### config.mk
export PLATFORM = sky130hd
export DESIGN_NAME = colpar_flit_encoder
export DESIGN_NICKNAME = d
export VERILOG_FILES = /design/src/rtl/colpar_pkg.sv /design/src/rtl/colpar_row_enc.sv /design/src/rtl/colpar_col_acc.sv /design/src/rtl/colpar_grp_ctrl.sv /design/src/rtl/colpar_flit_encoder.sv
export SDC_FILE = /design/constraint.sdc
export NUM_CORES = 1
export LEC_CHECK = 0
export ABC_AREA = 1
export CAP_MARGIN = 0
export CORE_ASPECT_RATIO = 0.5
export CORE_MARGIN = 1
export CORE_UTILIZATION = 30
export DETAILED_ROUTE_END_ITERATION = 8
export DONT_BUFFER_PORTS = 1
export GPL_ROUTABILITY_DRIVEN = 0
export GPL_TIMING_DRIVEN = 0
export PLACE_DENSITY = 0.51
export SLEW_MARGIN = 25
export SYNTH_ARGS = -nofsm -noshare
export SYNTH_HDL_FRONTEND = slang
export SYNTH_HIERARCHICAL = 1
export SYNTH_SLANG_ARGS = --single-unit
### constraint.sdc
create_clock -name clk -period 2.9 [get_ports clk]
set_input_delay 0.29 -clock clk [delete_from_list [all_inputs] [get_ports clk]]
set_output_delay 0.29 -clock clk [all_outputs]
set_load 0.02 [all_outputs]
### src/rtl/colpar_pkg.sv
package colpar_pkg;
  typedef enum logic {
    EMIT_DATA = 1'b0,
    EMIT_PAR  = 1'b1
  } emit_st_e;
endpackage

### src/rtl/colpar_row_enc.sv
module colpar_row_enc #(
  parameter int DATA_W = 8
) (
  input  logic [DATA_W-1:0] data,
  output logic [DATA_W:0]   code
);
  // even parity on top of the data bits
  assign code = {^data, data};
endmodule

### src/rtl/colpar_col_acc.sv
module colpar_col_acc #(
  parameter int CODE_W = 9
) (
  input  logic              clk,
  input  logic              rst_n,
  input  logic              take,
  input  logic              first,
  input  logic [CODE_W-1:0] code,
  output logic [CODE_W-1:0] acc
);
  always_ff @(posedge clk) begin
    if (!rst_n)     acc <= '0;
    else if (take)  acc <= first ? code : (acc ^ code);
  end
endmodule

### src/rtl/colpar_grp_ctrl.sv
module colpar_grp_ctrl
  import colpar_pkg::*;
#(
  parameter int MAX_GRP = 16,
  parameter int GRP_W   = $clog2(MAX_GRP + 1)
) (
  input  logic             clk,
  input  logic             rst_n,
  input  logic [GRP_W-1:0] grp_size,
  input  logic             issue_all,
  input  logic             pf_req,
  input  logic             take,
  input  logic             pf_done,
  output logic             first,
  output logic             par_state
);
  emit_st_e         st;
  logic [GRP_W-1:0] cnt, cnt_nx, m_q, m_live, m_cur;
  logic             req_q, last, issue;

  assign m_live = (grp_size == '0) ? GRP_W'(1) :
                  (grp_size > GRP_W'(MAX_GRP)) ? GRP_W'(MAX_GRP) : grp_size;
  assign first     = (cnt == '0);
  assign m_cur     = first ? m_live : m_q;
  assign cnt_nx    = cnt + GRP_W'(1);
  assign last      = (cnt_nx == m_cur);
  assign issue     = issue_all | req_q | pf_req;
  assign par_state = (st == EMIT_PAR);

  always_ff @(posedge clk) begin
    if (!rst_n) begin
      cnt   <= '0;
      m_q   <= GRP_W'(1);
      req_q <= 1'b0;
      st    <= EMIT_DATA;
    end else begin
      if (take) begin
        if (first) m_q <= m_live;
        if (last) begin
          cnt   <= '0;
          req_q <= 1'b0;
          if (issue) st <= EMIT_PAR;
        end else begin
          cnt <= cnt_nx;
          if (pf_req) req_q <= 1'b1;
        end
      end else if (pf_req) begin
        req_q <= 1'b1;
      end
      if (st == EMIT_PAR && pf_done) st <= EMIT_DATA;
    end
  end


  grp_bound_chk: assert property (@(posedge clk) disable iff (!rst_n)
    (cnt != '0) |-> (cnt < m_q));


  size_hold_chk: assert property (@(posedge clk) disable iff (!rst_n)
    (cnt != '0) && $past(cnt != '0) |-> $stable(m_q));


  par_no_take_chk: assert property (@(posedge clk) disable iff (!rst_n)
    (st == EMIT_PAR) |-> !take);


  par_at_bound_chk: assert property (@(posedge clk) disable iff (!rst_n)
    $rose(st == EMIT_PAR) |-> (cnt == '0));
endmodule

### src/rtl/colpar_flit_encoder.sv
module colpar_flit_encoder #(
  parameter int DATA_W  = 8,
  parameter int MAX_GRP = 16,
  parameter int GRP_W   = $clog2(MAX_GRP + 1)
) (
  input  logic              clk,
  input  logic              rst_n,
  input  logic [GRP_W-1:0]  grp_size,
  input  logic              issue_all,
  input  logic              pf_req,
  input  logic              in_valid,
  output logic              in_ready,
  input  logic [DATA_W-1:0] in_data,
  output logic              out_valid,
  input  logic              out_ready,
  output logic [DATA_W:0]   out_data,
  output logic              out_is_pf
);
  localparam int CODE_W = DATA_W + 1;

  logic [CODE_W-1:0] code, acc;
  logic              take, first, par_state, pf_done;

  colpar_row_enc #(.DATA_W(DATA_W)) u_row (
    .data (in_data),
    .code (code)
  );

  colpar_grp_ctrl #(.MAX_GRP(MAX_GRP), .GRP_W(GRP_W)) u_ctrl (
    .clk       (clk),
    .rst_n     (rst_n),
    .grp_size  (grp_size),
    .issue_all (issue_all),
    .pf_req    (pf_req),
    .take      (take),
    .pf_done   (pf_done),
    .first     (first),
    .par_state (par_state)
  );

  colpar_col_acc #(.CODE_W(CODE_W)) u_acc (
    .clk   (clk),
    .rst_n (rst_n),
    .take  (take),
    .first (first),
    .code  (code),
    .acc   (acc)
  );

  assign in_ready  = par_state ? 1'b0 : out_ready;
  assign out_valid = par_state ? 1'b1 : in_valid;
  assign out_data  = par_state ? acc : code;
  assign out_is_pf = par_state;
  assign take      = in_valid & in_ready;
  assign pf_done   = par_state & out_ready;


  data_even_chk: assert property (@(posedge clk) disable iff (!rst_n)
    out_valid && !out_is_pf |-> (^out_data) == 1'b0);


  pf_hold_chk: assert property (@(posedge clk) disable iff (!rst_n)
    out_valid && out_is_pf && !out_ready |=> out_valid && out_is_pf && $stable(out_data));


  pf_block_chk: assert property (@(posedge clk) disable iff (!rst_n)
    out_is_pf |-> !in_ready);


  pf_cause_chk: assert property (@(posedge clk) disable iff (!rst_n)
    out_is_pf && !$past(out_is_pf) |-> $past(in_valid && in_ready));
endmodule

After elaboration in Yosys (flattened, before gate mapping). Index checks and enable logic that the tools add are counted. W data, S select, Z words.

Magnitude comparators: 1. Reductions and logical operators: 6. Equality and inequality tests: 1. Bitwise operators: 6. Muxes and demuxes: 11. $add $sub $neg: 1.

Operators by type and width (count): $mux W5 (4); $mux W9 (2); $logic_not A5 Y1 (2); $xor A9 B9 Y9 (1); $reduce_xor A8 Y1 (1); $add A5 B1 Y5 const B (1); $eq A5 B5 Y1 (1); $gt A5 B5 Y1 const B (1); $mux W1 (5); $reduce_and A3 Y1 (1); $and A1 B1 Y1 (2); $or A1 B1 Y1 (2); $reduce_or A2 Y1 (1); $logic_and A1 B1 Y1 (1); $not A1 Y1 (1).

Register bits: 21. Output and inout port bits: 12. Logic and storage cells: 31.

Longest topological paths before layout. Gate-level depths: netlist of run 1.

Depth in word-level cells: 7. Mapped depth: 14.

By module. Netlist of run 1, hierarchy kept.

Modules (own cells, without submodules): colpar_grp_ctrl (cells each 140, times used 1, area each 873.3 um^2); colpar_col_acc (cells each 66, times used 1, area each 432.9 um^2); colpar_row_enc (cells each 55, times used 1, area each 236.5 um^2); colpar_flit_encoder (cells each 37, times used 1, area each 150.1 um^2).

Worst setup path after synthesis of run 1. No wires, ideal clock.

Path kind: flip-flop to flip-flop. Start: register u_ctrl.cnt[0]. End: register u_ctrl.cnt[0]. Arrival: 1502 ps. Required time: 2784 ps. Path slack: 1282 ps. Buffers on the path: 0. Cell stages (with the launch flop): 14. Clock period less this slack: 1618 ps. Cell sequence: dfxtp_1 inv_1 ha_1 nand2_2 nor2_4 nand2_1 nand2_1 nand2_1 nand2_1 nand3_2 nor2_4 nand2_1 nand2_1 a21oi_1.

Longest elaborated chain between the ends: 4. Elaborated cells between the ends (all ways): 5. Those cells by class: add/sub: 1; eq/ne: 1; mux: 2; reduce/logical: 1.

RTL lines: start: declaration (RTL line colpar_grp_ctrl.sv:18) `logic [GRP_W-1:0] cnt, cnt_nx, m_q, m_live, m_cur;`; start signal: assignment (RTL line colpar_grp_ctrl.sv:44) `cnt <= cnt_nx;`; $logic_not A5 Y1 (RTL line colpar_grp_ctrl.sv:23) `assign first = (cnt == '0);`; named net first (RTL line colpar_flit_encoder.sv:22) `logic take, first, par_state, pf_done;`; $mux W5 (RTL line colpar_grp_ctrl.sv:24) `assign m_cur = first ? m_live : m_q;`; $eq A5 B5 Y1 (RTL line colpar_grp_ctrl.sv:26) `assign last = (cnt_nx == m_cur);`; $mux W5 (RTL line colpar_grp_ctrl.sv:39) `if (last) begin`.

The timed path passes the listed nets, and every way through them passes these cells. A chain may end at the register's enable or synchronous reset.

Final worst setup path of run 1.
Start: register u_ctrl.cnt[0]. End: register u_ctrl.cnt[0].

Longest elaborated chain between the ends: 4. Elaborated cells between the ends (all ways): 5. Those cells by class: add/sub: 1; eq/ne: 1; mux: 2; reduce/logical: 1.

RTL lines (RTL line): branches (longest 3 deep; another with $add A5 B1 Y5); $mux W5 * (colpar_grp_ctrl.sv:39).

Every way passes the cells marked *.

==> results.yml, run 1 <==
timing:
  setup_viol: 0
  fin_ws_ns: 1.01
  finalHoldViolCount: 0
  period_minus_slack_ns: 1.89
  rsz0062_at_grt: "false"
  clock_skew_ns: 0.00205
  whs_ns: 0.138
  slew_headroom_pct: 64.6
  drv_slew: 0
  setup_tns_ns: 0
  fin_crit_sh_pct: 65.2
  fmax_mhz: 529
  tightest_slew_ns: 0.529
global_route:
  grt_usage_pct: 13.3
  antenna_found_initial: 0
  grt_max_degree: 13
  grt-ovfl-total: 0
  grt_first_pass_wirelength_mm: 6.08
  first_global_vias: 1465
synth:
  ys_top_cells_by_area: "nand2_1 32%, dfxtp_1 25%, inv_1 7.3%"
  synth_nets: 319
  synth_seq_cells: 21
  synth_top_area_cell: "nand2_1"
  synth_most_common_cell: "nand2_1"
  synth_edf_count: 0
  synth-main-ff-cell: "dfxtp_1"
  ys_warn_count: 6
  synth-seq-area-share_pct: 24.8
  synth_async_sr_flop_share_pct: 0
  synth_area_um2: 1690
  synthCells: 298
  syn_avg_cell_area_um2: 5.68
  synth_top_area_share_pct: 31.9
  synth_common_cells: "144 x nand2_1, 33 x inv_1, 28 x nor2_1"
  ys_types: 24
setup_path:
  critPathMostFrequentCell: "nand2_1"
  crit_slowest_cell: "dfxtp_1"
  worstPathArrival_ns: 2.03
  critical_path_buf_inv_count: 2
  startpoint: "u_ctrl/cnt[0]"
  path_cells: "inv_1, ha_1, inv_2, nor2_4, nand2_4, nand2_2, nand2_1, nand2_1, nand2_1, nand3_2, nor2_4, nand2_1, nand2_1, a21oi_1"
  cp_max_fo: 7
  cp.required_ns: 3.04
  cp-end-kind: "flop"
  cp-start-kind: "flop"
  criticalPathCategory: "flop to flop"
  max_stage_delay_ns: 0.45
  reg2reg_from: "u_ctrl/cnt[0]"
  cp_top_family: "simple AND/OR/NAND/NOR gates"
clock_network:
  clock-sinks: 21
  root_buffer: "clkbuf_16"
  holdBufCountCts: 0
  insertion_delay_ns: 0.25
  cts_tree: "yes"
  path_clk_slew_ns: 0.06
  numCtsBuffers: 3
  htree_levels: 1
  cts_buffer_depth: 2
  cts_resized: 0
  post-cts-setup-buffers: 0
placed_design:
  port_buffers: 0
  dp_hpwl_mm: 2.95
  dp.cells: 368
  pre_cts_ws_ns: 1.01
floorplan:
  die_w_um: 108
  die-area_um2: 5970
  die_h_um: 55.1
  std_cell_rows: 18
  start_util_pct: 32.7
  core-area_um2: 5180
  ios: 31
layout:
  n_antenna_cell: 0
  fin_nets: 324
  filler_cell_count: 570
  drive_gt1_share_pct: 12.9
  instances_no_fill: 372
  syn_to_final_growth_pct: 9.90
detailed_routing:
  drt_iter0_drc: 95
  routed_via_density: 4.47
  drcViolationCount: 0
  ant_nets: 0
  via_count: 1661
  routed_wl_mm: 3.75
  drt-pass1-iter-count: 4
  drt-wirelength-per-cell_um: 10.1
power_and_ir_drop:
  power.density_nw_per_um2: 419
  ir_worst_vdd_v: 0.000218
  leakage_nw: 0.992
  p_total_mw: 0.779
worst_hold_path:
  hp-class: "input pin to flop"
  hold_start: "rst_n"
job:
  max-cap-violations: 0
status:
  outcome: "finished clean"
## area by class of cell
class	count	area (um2)	area share [%]
inverter	38	143	7.67
clock inverter	1	5.00	0.269
clock buffer	3	75.1	4.03
sequential	21	420	22.6
tap	70	87.6	4.71
buffer	14	120	6.46
multi-input combinational	225	1010	54.3
## routing by layer
layer	share of wire (%)	track usage [%]	routed length (um)	up-vias
met5	0	0	0	-
met4	0	2.05	0	0
met3	3.7	2.58	138	0
met2	47	25.9	1750	28
met1	50	15.8	1870	726
li1	-	-	-	907
## cell families (layout without fill, tap and decap cells)
| family | count (synthesis) | count (layout) | synth area share [%] |
|---|---|---|---|
| xor gates and xnor gates | 1 | 1 | 0.517 |
| adders and majority gates | 2 | 2 | 1.48 |
| buffers and inverters | 52 | 56 | 15.5 |
| AOI/OAI and AO/OA | 15 | 15 | 4.88 |
| DFF | 21 | 21 | 24.8 |
| and+or+nand+nor | 207 | 207 | 52.8 |
## sequential cells by signal, summed over array words and instances (netlist names)
| signal | flops |
|---|---|
| u_ctrl/m_q | 5 |
| u_acc/acc | 9 |
| u_ctrl/cnt | 5 |
| u_ctrl/par_state | 1 |
| u_ctrl/req_q | 1 |
## where the power goes
part	internal (mW)	switching, mW	total [mW]
clock network	0.185	0.102	0.287
registers	0.303	0.00955	0.312
logic	0.0614	0.118	0.180
## path summary, 6_finish.rpt
kind,endpoint,slack (ns),depth (start not counted)
worst max register to register,u_ctrl/cnt[0],1.01,14
worst max-delay path,u_ctrl/cnt[0],1.01,14
worst min-delay path,u_ctrl/m_q[0],0.14,1
worst min register to register,u_ctrl/req_q,0.47,2
## worst register-to-register path, delay by kind of cell (launching register included)
family | cells | cell delay [ns]
compound gates | 1 | 0.04
fa+ha+maj | 1 | 0.25
buf+inv | 2 | 0.22
flops | 1 | 0.45
simple gates | 10 | 0.82
## layout by cell type (no fill, tap or decap), drive strengths merged
master and instances:
inv 37, o211ai 1, nor2 32, o21ai 4, a21oi 9, nand2 153
dfxtp 21, a31oi 1, clkbuf 4, nand3 20, buf 13, xor2 1
ha 2, clkinv 2, nand4 2
## metrics by stage
stage / area [um2] / util [%]
3_3_place_gp: 1780 / 34.4
2_1_floorplan: 1690 / -
6_report: 1860 / 35.9
5_1_grt: 1860 / 35.9
3_5_place_dp: 1780 / 34.4
4_1_cts: 1860 / 35.9
(Power assumes the default switching activity.)
==> inputs of run 2 (changes only) <==
PLACE_DENSITY = 0.52   (was 0.51)
clock period = 1.6 ns   (was 2.9 ns; I/O delays follow)
==> results.yml, run 2 (synthesized netlist as in run 1, its figures left out) <==
status:
  outcome: "finished, violations left"
  violations: "negative setup slack"
clock_network:
  cts_buffer_depth: 2
  cts_tree: "yes"
  root_buffer: "clkbuf_16"
  path_clk_slew_ns: 0.05
  numCtsBuffers: 3
  insertion_delay_ns: 0.25
  htree_levels: 1
  clock-sinks: 21
detailed_routing:
  routed_via_density: 4.40
  drt-wirelength-per-cell_um: 10.3
  drcViolationCount: 0
  via_count: 1662
  drt_iter0_drc: 99
  routed_wl_mm: 3.90
  ant_nets: 0
  drt-pass1-iter-count: 4
placed_design:
  port_buffers: 0
  dp_hpwl_mm: 2.93
  dpl_cell_area_um2: 1780
timing:
  drv_slew: 0
  period_minus_slack_ns: 1.67
  fin_crit_sh_pct: 105
  clock_skew_ns: 0.00438
  slew_headroom_pct: 79.1
  fmax_mhz: 598
  rsz0062_at_grt: "true"
  fin_ws_ns: -0.0734
  tightest_slew_ns: 0.313
  finalHoldViolCount: 0
  setup_viol: 7
job:
  max-cap-violations: 0
setup_path:
  reg2reg_depth: 13
  cp_max_fo: 7
  reg2reg_from: "u_ctrl/cnt[0]"
  cp-end-kind: "flop"
  rrSetupSlack_ns: -0.07
  criticalPathCategory: "flop to flop"
  reg2reg_to: "u_ctrl/cnt[1]"
  cp.required_ns: 1.74
  cp-start-kind: "flop"
  worstPathArrival_ns: 1.81
worst_hold_path:
  hold_depth: 2
  worst_hold_path.endpoint: "u_ctrl/par_state"
  hold_start: "rst_n"
  hp-class: "input pin to flop"
global_route:
  grt-ovfl-total: 0
  grt_max_degree: 13
  grt_first_pass_wirelength_mm: 6.31
  first_global_vias: 1461
  grt_usage_pct: 13.5
  antenna_found_initial: 0
floorplan:
  std_cell_rows: 18
  die_h_um: 55.1
  core-area_um2: 5180
  start_util_pct: 32.7
  die_w_um: 108
  ios: 31
  die-area_um2: 5970
power_and_ir_drop:
  ir_worst_vdd_v: 0.000408
  power.density_nw_per_um2: 733
  leakage_nw: 1.03
layout:
  top_regs: "u_acc/acc x9, u_ctrl/cnt x5, u_ctrl/m_q x5"
  post-route-util_pct: 38.0
  largest_reg_flops: 9
  finalInstanceArea_um2: 1970
  fin_nets: 330
  final_cell_mix: "140 x nand2_1, 31 x inv_1, 27 x nor2_1"
  syn_to_final_growth_pct: 16.3
  final_common_cell: "nand2_1"
  drive_gt1_share_pct: 18.8
  top_register: "u_acc/acc"
  n_antenna_cell: 0
run 2: cell count changes in the layout (fill, tap and decap cells not counted), moves of 2 or more:
cell | before | now
buf_4 | 9 | 14
nand2_1 | 144 | 140
nand2_2 | 7 | 11
nand3_1 | 17 | 14
nand3_2 | 3 | 6
dfxtp_1 | 21 | 19
dfxtp_4 | 0 | 2
inv_1 | 33 | 31
inv_4 | 0 | 2
run 2: layout make-up:
class / count / area [um2]
Multi-Input combinational cell: 225 / 1060
Timing Repair Buffer: 6 / 47.5
Clock buffer: 3 / 75.1
Sequential cell: 21 / 428
Clock inverter: 1 / 5.00
Fill cell: 549 / 3210
Inverter: 38 / 148
Tap cell: 70 / 87.6
Buffer: 14 / 120
run 2: worst max-delay path, stage by stage (launching register included):
cell	delay [ns]
dfxtp_4	0.36
inv_4	0.07
ha_4	0.13
inv_2	0.04
nor2_4	0.16
nand2_4	0.11
nand2_2	0.10
nand3_2	0.08
nand2_2	0.07
nand3_2	0.08
nor2_4	0.17
inv_2	0.08
nand2_1	0.06
a21oi_1	0.05
run 2: how the worst max path moves through the flow:
stage / startpoint / endpoint / slack, ns
2_1_floorplan: u_ctrl/cnt[0] / u_ctrl/cnt[0] / 0.02
3_3_place_gp: u_ctrl/cnt[0] / u_ctrl/cnt[0] / -0.25
3_5_place_dp: u_ctrl/cnt[0] / u_ctrl/cnt[0] / -0.24
4_1_cts: u_ctrl/cnt[0] / u_ctrl/req_q / -0.08
5_1_grt: u_ctrl/cnt[0] / u_ctrl/cnt[1] / -0.18
6_report: u_ctrl/cnt[0] / u_ctrl/cnt[1] / -0.07
run 2: per-layer routing:
layer	global-route usage [%]	part of all wire (%)	vias to the layer above
li1	-	-	914
met3	2.22	3.5	0
met5	0	0	-
met4	2.05	0	0
met1	17.3	50	726
met2	24.9	46	22
run 2: what timing repair did:
action                                  in CTS  in global routing
endpoints found under the setup margin      16                 17
hold endpoints to repair                     1                  0
gates resized for setup                      9                 10
buffers inserted                             4                  1
pin swaps                                    7                  7
hold buffers                                 1                  0
run 2: where the power goes:
part           leakage (nW)  total (mW)  internal [mW]  switching (mW)
clock network        0.0409       0.518          0.335           0.183
logic                 0.821       0.360          0.134           0.226
registers             0.173       0.565          0.548          0.0172
total                  1.03        1.44           1.02           0.427
run 2: stage by stage:
step / setup WS [ns] / instances / hold WS (ns) / power [mW] / TNS [ns]
3_5_place_dp: -0.236 / 368 / 0.273 / 0.903 / -1.96
6_report: -0.0734 / 378 / 0.0423 / 1.44 / -0.384
4_1_cts: -0.0838 / 377 / 0.0349 / 1.46 / -0.464
5_1_grt: -0.180 / 378 / 0.0376 / 1.53 / -1.12
3_3_place_gp: -0.252 / 368 / 0.265 / 0.897 / -1.83
2_1_floorplan: 0.0188 / 298 / 0.259 / 0.850 / 0
==> inputs of run 3 (changes only) <==
REMOVE_ABC_BUFFERS = 1   (was unset)
TNS_END_PERCENT = 30   (was unset)
==> results.yml, run 3 (synthesized netlist as in run 1, its figures left out) <==
placed_design:
  dp_hpwl_mm: 2.73
  port_buffers: 0
floorplan:
  core-area_um2: 5180
  ios: 31
  die_w_um: 108
  start_util_pct: 32.7
  std_cell_rows: 18
  die_h_um: 55.1
  die-area_um2: 5970
timing:
  clock_skew_ns: 0.00286
  setup_tns_ns: -0.475
  period_minus_slack_ns: 1.68
  finalHoldViolCount: 0
  drv_slew: 0
  fin_ws_ns: -0.0800
  fmax_mhz: 595
  fin_crit_sh_pct: 105
  rsz0062_at_grt: "true"
  setup_viol: 7
  slew_headroom_pct: 67.0
  tightest_slew_ns: 0.494
detailed_routing:
  drt_iter0_drc: 90
  ant_nets: 0
  routed_wl_mm: 4.24
  via_count: 1724
  drt-wirelength-per-cell_um: 11.3
  drcViolationCount: 0
  routed_via_density: 4.60
  drt-pass1-iter-count: 4
setup_path:
  worstPathArrival_ns: 1.82
  critical_path_buf_inv_count: 3
  criticalPathCategory: "flop to flop"
  cp-end-kind: "flop"
  cp.required_ns: 1.74
  reg2reg_depth: 14
  path_cells: "inv_4, ha_4, buf_4, nand2_2, nor2_4, nand2_2, nand2_1, nand2_1, nand2_1, nand3_2, nor2_4, inv_2, nand2_1, a21oi_2"
  crit_slowest_cell: "dfxtp_4"
  cp-start-kind: "flop"
  cp_top_family: "simple AND/OR/NAND/NOR gates"
  max_stage_delay_ns: 0.35
  cp_max_fo: 4
  path_depth: 14
  critPathMostFrequentCell: "nand2_1"
status:
  outcome: "finished, violations left"
  violations: "negative setup slack"
power_and_ir_drop:
  switching_power_mw: 0.441
  ir_worst_vdd_v: 0.000445
  p_clk_share_pct: 36.1
  power.density_nw_per_um2: 737
  swShare_pct: 30.1
  leakage_nw: 1.01
  seq_power_share_pct: 38.4
  comb_power_share_pct: 25.5
  internal_power_mw: 1.03
clock_network:
  cts_buffer_depth: 2
  insertion_delay_ns: 0.25
  cts_tree: "yes"
  numCtsBuffers: 3
  root_buffer: "clkbuf_16"
  path_clk_slew_ns: 0.06
  htree_levels: 1
  holdBufCountCts: 0
  clock-sinks: 21
global_route:
  antenna_found_initial: 0
  grt_usage_pct: 14.8
  grt_first_pass_wirelength_mm: 6.69
  first_global_vias: 1529
  grt_max_degree: 18
  grt-ovfl-total: 0
job:
  max-cap-violations: 0
worst_hold_path:
  hold_depth: 1
  hp-class: "input pin to flop"
layout:
  final_common_cell: "nand2_1"
  final_cell_mix: "138 x nand2_1, 30 x inv_1, 27 x nor2_1"
  post-route-util_pct: 38.4
  filler_cell_count: 578
  drive_gt1_share_pct: 21.3
  fin_nets: 327
  top_regs: "u_acc/acc x9, u_ctrl/cnt x5, u_ctrl/m_q x5"
  n_antenna_cell: 0
  syn_to_final_growth_pct: 17.6
  largest_reg_flops: 9
  top_register: "u_acc/acc"
[run 3: cell types whose count changed in the layout (fill, tap and decap cells not counted), sizes merged]
| cell | previous run | this run |
|---|---|---|
| buf | 18 | 16 |
| clkinv | 2 | 1 |
| clkinvlp | 0 | 1 |
| dlygate4sd3 | 1 | 0 |
| inv | 37 | 36 |
| nor2 | 32 | 33 |
[run 3: cell type report]
cell class / count / area [um2] / share of cell area (%)
Multi-Input combinational cell: 226 / 1110 / 55.7
Sequential cell: 21 / 432 / 21.7
Inverter: 38 / 151 / 7.61
Timing Repair Buffer: 16 / 133 / 6.66
Tap cell: 70 / 87.6 / 4.40
Clock buffer: 4 / 78.8 / 3.96
[run 3: power by group through the flow]
stage                     registers (mW)  clock network (mW)  logic (mW)
final                              0.564               0.530       0.374
after global routing               0.566               0.574       0.421
after CTS                          0.564               0.557       0.358
after detailed placement           0.578                   0       0.295
after global placement             0.578                   0       0.288
after floorplan                    0.574                   0       0.249
[run 3: final timing paths]
kind                            slack (ns)            end           from
worst max-delay path                 -0.08  u_ctrl/cnt[4]  u_ctrl/cnt[0]
worst min-delay path                  0.03  u_ctrl/m_q[0]          rst_n
worst max register to register       -0.08  u_ctrl/cnt[4]  u_ctrl/cnt[0]
worst min register to register        0.47   u_ctrl/req_q   u_ctrl/req_q
[run 3: per-layer routing]
metal	part of all wire, %	global-route usage, %	vias to the layer above
met2	51	29.3	35
li1	-	-	911
met5	0	0	-
met4	0.80	4.11	0
met1	44	16.8	776
met3	4.0	3.04	2
[run 3: what timing repair did]
| action | 4_1_cts | 5_1_grt |
|---|---|---|
| setup buffers | 14 | 2 |
| pin swaps | 13 | 8 |
| cloned | 1 | 0 |
| resized for setup | 23 | 8 |
| setup endpoints to repair | 32 | 16 |
[run 3: metrics by stage]
stage | worst slack (ns) | hold WS [ns] | instance area (um2) | instances | power (mW)
6_report | -0.0800 | 0.0264 | 1990 | 375 | 1.47
5_1_grt | -0.176 | 0.0155 | 1990 | 375 | 1.56
4_1_cts | -0.0595 | 0.0146 | 1940 | 373 | 1.48
3_5_place_dp | -0.862 | 0.277 | 1670 | 354 | 0.873
3_3_place_gp | -1.92 | 0.264 | 1660 | 354 | 0.866
2_1_floorplan | -0.860 | 0.259 | 1570 | 284 | 0.823
